==> src/rtl/irqagg_pkg.sv <==
package irqagg_pkg;

    localparam int unsigned SRC_PER_WORD = 32;
    localparam int unsigned CPU_COUNT    = 2;
    localparam int unsigned MAX_WORDS    = 4;

    typedef enum logic [1:0] {
        SLOT_NONE   = 2'd0,
        SLOT_ENABLE = 2'd1,
        SLOT_STATUS = 2'd2
    } slot_kind_e;

    typedef struct packed {
        slot_kind_e kind;
        logic       cpu;
        logic [1:0] word;
    } slot_t;

    // Byte address -> register slot. Word order inside each group is reversed.
    function automatic slot_t map_address(input logic [31:0] byte_addr,
                                          input int unsigned n_words);
        slot_t       r;
        int unsigned widx;
        int unsigned per_bank;
        int unsigned inner;
        r.kind   = SLOT_NONE;
        r.cpu    = 1'b0;
        r.word   = 2'd0;
        widx     = byte_addr >> 2;
        per_bank = 2 * n_words;
        inner    = 0;
        if (widx < CPU_COUNT * per_bank) begin
            r.cpu = 1'(widx / per_bank);
            inner = widx % per_bank;
            if (inner < n_words) begin
                r.kind = SLOT_ENABLE;
                r.word = 2'(n_words - 1 - inner);
            end else begin
                r.kind = SLOT_STATUS;
                r.word = 2'(2 * n_words - 1 - inner);
            end
        end
        return r;
    endfunction

endpackage

==> src/rtl/irqagg_sync.sv <==
module irqagg_sync #(
    parameter int unsigned WIDTH = 64
) (
    input  logic             clk,
    input  logic             rst,
    input  logic [WIDTH-1:0] d,
    output logic [WIDTH-1:0] q
);

    logic [WIDTH-1:0] stage1;

    always_ff @(posedge clk) begin
        if (rst) begin
            stage1 <= '0;
            q      <= '0;
        end else begin
            stage1 <= d;
            q      <= stage1;
        end
    end

endmodule

==> src/rtl/irqagg_cpu_bank.sv <==
module irqagg_cpu_bank
    import irqagg_pkg::*;
#(
    parameter int unsigned N_WORDS = 2,
    parameter int unsigned WIDX_W  = 1
) (
    input  logic                                   clk,
    input  logic                                   rst,
    input  logic                                   wr_en,
    input  logic [WIDX_W-1:0]                      wr_word,
    input  logic [SRC_PER_WORD-1:0]                wr_data,
    input  logic [N_WORDS-1:0][SRC_PER_WORD-1:0]   status,
    output logic [N_WORDS-1:0][SRC_PER_WORD-1:0]   en_words,
    output logic                                   irq_o
);

    logic pend_any;

    always_ff @(posedge clk) begin
        if (rst) begin
            en_words <= '0;
        end else begin
            for (int w = 0; w < N_WORDS; w++) begin
                if (wr_en && (wr_word == WIDX_W'(w))) begin
                    en_words[w] <= wr_data;
                end
            end
        end
    end

    assign pend_any = |(status & en_words);

    always_ff @(posedge clk) begin
        if (rst) irq_o <= 1'b0;
        else     irq_o <= pend_any;
    end

    // a write lands in the addressed word on the next cycle
    a_r3_write_lands: assert property (@(posedge clk) disable iff (rst)
        wr_en |=> (en_words[$past(wr_word)] == $past(wr_data)));

    // a fully masked bank keeps its line low one edge later
    a_r6_masked_quiet: assert property (@(posedge clk) disable iff (rst)
        (en_words == '0) |=> !irq_o);

endmodule

==> src/rtl/irqagg_top.sv <==
module irqagg_top
    import irqagg_pkg::*;
#(
    parameter int unsigned N_WORDS = 2,
    parameter int unsigned ADDR_W  = 8
) (
    input  logic                             clk,
    input  logic                             rst,
    input  logic [SRC_PER_WORD*N_WORDS-1:0]  src_level,
    input  logic                             bus_wr_en,
    input  logic                             bus_rd_en,
    input  logic [ADDR_W-1:0]                bus_addr,
    input  logic [SRC_PER_WORD-1:0]          bus_wdata,
    output logic [SRC_PER_WORD-1:0]          bus_rdata,
    output logic [CPU_COUNT-1:0]             cpu_irq
);

    localparam int unsigned N_SRC     = SRC_PER_WORD * N_WORDS;
    localparam int unsigned WIDX_W    = (N_WORDS > 1) ? $clog2(N_WORDS) : 1;
    localparam int unsigned MAP_BYTES = CPU_COUNT * N_WORDS * 8;

    logic [N_WORDS-1:0][SRC_PER_WORD-1:0]                 status_words;
    logic [CPU_COUNT-1:0][N_WORDS-1:0][SRC_PER_WORD-1:0]  en_all;
    slot_t                                                slot;
    logic [WIDX_W-1:0]                                    slot_word;

    assign slot      = map_address(32'(bus_addr), N_WORDS);
    assign slot_word = slot.word[WIDX_W-1:0];

    irqagg_sync #(.WIDTH(N_SRC)) u_sync (
        .clk (clk),
        .rst (rst),
        .d   (src_level),
        .q   (status_words)
    );

    for (genvar c = 0; c < CPU_COUNT; c++) begin : g_bank
        logic bank_wr;
        assign bank_wr = bus_wr_en && (slot.kind == SLOT_ENABLE) && (slot.cpu == 1'(c));

        irqagg_cpu_bank #(.N_WORDS(N_WORDS), .WIDX_W(WIDX_W)) u_bank (
            .clk      (clk),
            .rst      (rst),
            .wr_en    (bank_wr),
            .wr_word  (slot_word),
            .wr_data  (bus_wdata),
            .status   (status_words),
            .en_words (en_all[c]),
            .irq_o    (cpu_irq[c])
        );
    end

    always_ff @(posedge clk) begin
        if (rst) begin
            bus_rdata <= '0;
        end else if (bus_rd_en) begin
            unique case (slot.kind)
                SLOT_ENABLE: bus_rdata <= en_all[slot.cpu][slot_word];
                SLOT_STATUS: bus_rdata <= status_words[slot_word];
                default:     bus_rdata <= '0;
            endcase
        end else begin
            bus_rdata <= '0;
        end
    end

    // no strobe, no data
    a_r5_idle_rdata_zero: assert property (@(posedge clk) disable iff (rst)
        !bus_rd_en |=> (bus_rdata == '0));

    // reads past the mapped window return zero
    a_r8_unmapped_read_zero: assert property (@(posedge clk) disable iff (rst)
        (bus_rd_en && (int'(bus_addr) >= MAP_BYTES)) |=> (bus_rdata == '0));

    // writes that miss every enable slot leave all enables alone
    a_r7_ignored_write_keeps_enables: assert property (@(posedge clk) disable iff (rst)
        (bus_wr_en && (slot.kind != SLOT_ENABLE)) |=> $stable(en_all));

endmodule

==> config.mk <==
export PLATFORM = sky130hd
export DESIGN_NAME = irqagg_top
export DESIGN_NICKNAME = d
export VERILOG_FILES = /design/src/rtl/irqagg_pkg.sv /design/src/rtl/irqagg_sync.sv /design/src/rtl/irqagg_cpu_bank.sv /design/src/rtl/irqagg_top.sv
export SDC_FILE = /design/constraint.sdc
export NUM_CORES = 1
export LEC_CHECK = 0
export BUFFER_PORTS_ARGS = -buffer_cell sky130_fd_sc_hd__buf_2
export CORE_MARGIN = 2
export CORE_UTILIZATION = 40
export DETAILED_ROUTE_END_ITERATION = 12
export PLACE_DENSITY = 0.61
export SLEW_MARGIN = 10
export SYNTH_ARGS = -nofsm -noshare
export SYNTH_HDL_FRONTEND = slang
export SYNTH_SLANG_ARGS = --single-unit
==> constraint.sdc <==
create_clock -name clk -period 1.9 [get_ports clk]
set_input_delay 0.285 -clock clk [delete_from_list [all_inputs] [get_ports clk]]
set_output_delay 0.285 -clock clk [all_outputs]
set_load 0.1 [all_outputs]
==> impl_metrics.json <==
{
  "dp_cells": 1639,
  "crit_start": "u_sync.q[14]$_SDFF_PP0_",
  "final_util_pct": 52.0,
  "fin_nets": 1530,
  "dp_slack_ns": 0.177,
  "fin_crit_sh_pct": 87.9,
  "die-area_mm2": 0.0284,
  "total_power_w": 0.0129,
  "clockBufferDepth": 3,
  "drc_errors": 0,
  "outcome": "complete, no violations",
  "cp.required_ns": 2.29,
  "cts_made_buffers": 29,
  "grt_pass1_vias": 9002,
  "grt_overflow_total": 0,
  "r2r_slack_ns": 0.23,
  "die_height_um": 168,
  "antenna_found_initial": 0,
  "leakage_nw": 5.44,
  "internal_power_w": 0.00992,
  "clock_power_share_pct": 45.0,
  "seq_area_frac_synth_pct": 53.7,
  "start_util_pct": 40.5,
  "die_w_um": 168,
  "cp-start-kind": "register",
  "ys_top_cells_by_area": "dfxtp_1, nand2_1, nor2b_1",
  "core_region_area_mm2": 0.0267,
  "synth_seq_cells": 290,
  "arrival_ns": 2.06,
  "root_buffer": "clkbuf_16",
  "ir_worst_vdd_v": 0.000636,
  "end_kind": "register",
  "power_switching_w": 0.00294,
  "critical_path_class": "reg -> reg",
  "ys_types": 25,
  "min_period_ns": 1.67,
  "reg2regPathDepth": 5,
  "cap_violations": 0,
  "seqPwrFrac_pct": 49.3,
  "syn_nets": 1321,
  "yosys.area.top_type": "dfxtp_1",
  "tightest_slew_ns": 0.884,
  "htree_levels": 1,
  "grt_usage_pct": 24.8,
  "ios": 142,
  "layout_setup_ws_ns": 0.229,
  "comb_power_share_pct": 5.7,
  "syn_to_final_growth_pct": 28.4,
  "hold_depth": 3,
  "powerDensity_mw_per_mm2": 926,
  "vias": 9611,
  "cp_max_fo": 3,
  "cts_tree": "yes",
  "finalSetupViolCount": 0,
  "fin_cells": 1786,
  "grt_max_degree": 133,
  "place_congestion": 0.995,
  "insertion_delay_ns": 0.56,
  "clk_pin_slew_worst_paths_ns": 0.06,
  "vias_per_cell": 5.38,
  "ant_nets": 0,
  "place_hpwl_um": 23600,
  "fmax_mhz": 598,
  "netlist_area_mm2": 0.0108,
  "rsz0062_at_grt": "no",
  "drive_above_1_share_pct": 15.7,
  "synth_top_area_share_pct": 53.7,
  "port_buffers": 139,
  "yosys_warnings": 0,
  "skew_ns": 0.0202,
  "routedWlPerCell_um": 20.0,
  "avgSynthCellArea_um2": 8.92,
  "min-delay-path-class": "in -> reg",
  "drt-initial-drc-count": 1223,
  "dr.pass1.iters": 6,
  "syn_inst": 1213,
  "finalMaxSlewViolations": 0,
  "cts_sinks": 290,
  "grt_pass1_wl_um": 53700,
  "hold_viol_final": 0,
  "swShare_pct": 22.9,
  "hp-start": "bus_wdata[18]",
  "relSlewSlack_pct": 41.0,
  "r2r_start": "u_sync.q[14]$_SDFF_PP0_",
  "wirelength_um": 35700,
  "num_rows": 60,
  "setup-tns-final_ns": 0
}
[registers in the layout (all words and copies together) (netlist names)]
| register | flops |
|---|---|
| g_bank.u_bank.en_words | 128 |
| u_sync.q | 64 |
| u_sync.stage1 | 64 |
| bus_rdata | 32 |
| g_bank.u_bank.irq_o | 2 |
[path summary, 6_finish.rpt]
path,end
setup / recovery,g_bank[0].u_bank.irq_o$_SDFF_PP0_
hold / removal,g_bank[1].u_bank.en_words[18]$_SDFFE_PP0P_
setup reg to reg,g_bank[0].u_bank.irq_o$_SDFF_PP0_
hold reg to reg,u_sync.q[32]$_SDFF_PP0_
[cells by family (layout without fill, tap and decap cells)]
family	Yosys count	in the layout	synth area share, %
other	0	1	0
AOI/OAI and AO/OA	258	258	14.9
muxes	64	64	5.92
and+or+nand+nor	515	515	22.1
DFF	290	290	53.7
buffers and inverters	86	317	3.35
[power by group through the flow]
stage / sequential, W / clock, W / combinational (W)
after global placement: 0.00646 / 0 / 0.000570
after floorplan: 0.00642 / 0 / 0.000313
after detailed placement: 0.00647 / 0 / 0.000576
after global routing: 0.00634 / 0.00612 / 0.000788
after CTS: 0.00633 / 0.00587 / 0.000724
final: 0.00633 / 0.00579 / 0.000733
[stage by stage]
stage	hold WS, ns	instance area, µm²
global placement	0.422	12000
CTS	0.00313	13900
global route	0.0119	13900
detailed placement	0.423	12000
finish	0.0142	13900
floorplan	0.413	10800
[metal layers]
| metal | global-route usage (%) | share of wire (%) |
|---|---|---|
| met1 | 33.7 | 41 |
| met2 | 39.5 | 44 |
| met3 | 5.03 | 11 |
| met4 | 8.21 | 3.2 |
| met5 | 0 | 0 |
[Yosys cell counts, drive strengths merged]
cell type,number
nand4bb,1
a22oi,28
o2bb2ai,32
nand3,36
a221oi,18
a21oi,162
nand2b,1
a22o,18
clkbuf,63
nand2,324
nand4,11
nor4,1
buf,23
nor2,2
nor3,5
dfxtp,290
nor2b,131
and2,2
nand4b,1
mux2i,64
[final cells by class]
type	count	area, µm²
fill	2505	12800
timing repair buffer	264	2020
antenna	1	2.50
clock inverter	16	166
multi-input combinational	837	4650
clock buffer	37	816
sequential	290	5810
tap	341	427
[placed cells by master, fill, tap and decap left out, types with 11 or more instances in the layout]
cell	instances
a22oi_1	28
nand4_1	11
o2bb2ai_1	32
nand2_1	324
buf_4	20
a21oi_1	162
mux2i_1	64
a221oi_1	18
buf_12	12
dlygate4sd3_1	93
buf_2	138
nor2b_1	130
a22o_1	18
dfxtp_1	290
clkbuf_16	29
nand3_1	36
[worst max-delay path, stage by stage, from the launching register on]
cell      delay (ns)
dfxtp_1         0.39
a22o_1          0.26
a221oi_1        0.25
nand4_1         0.17
nor3_1          0.27
a21oi_1         0.16
[timing repair]
item / 4_1_cts / 5_1_grt
setup buffers: 0 / 0
gates resized for setup: 0 / 0
hold endpoints to repair: 129 / 0
hold buffers: 93 / 0
(Power assumes the default switching activity.)
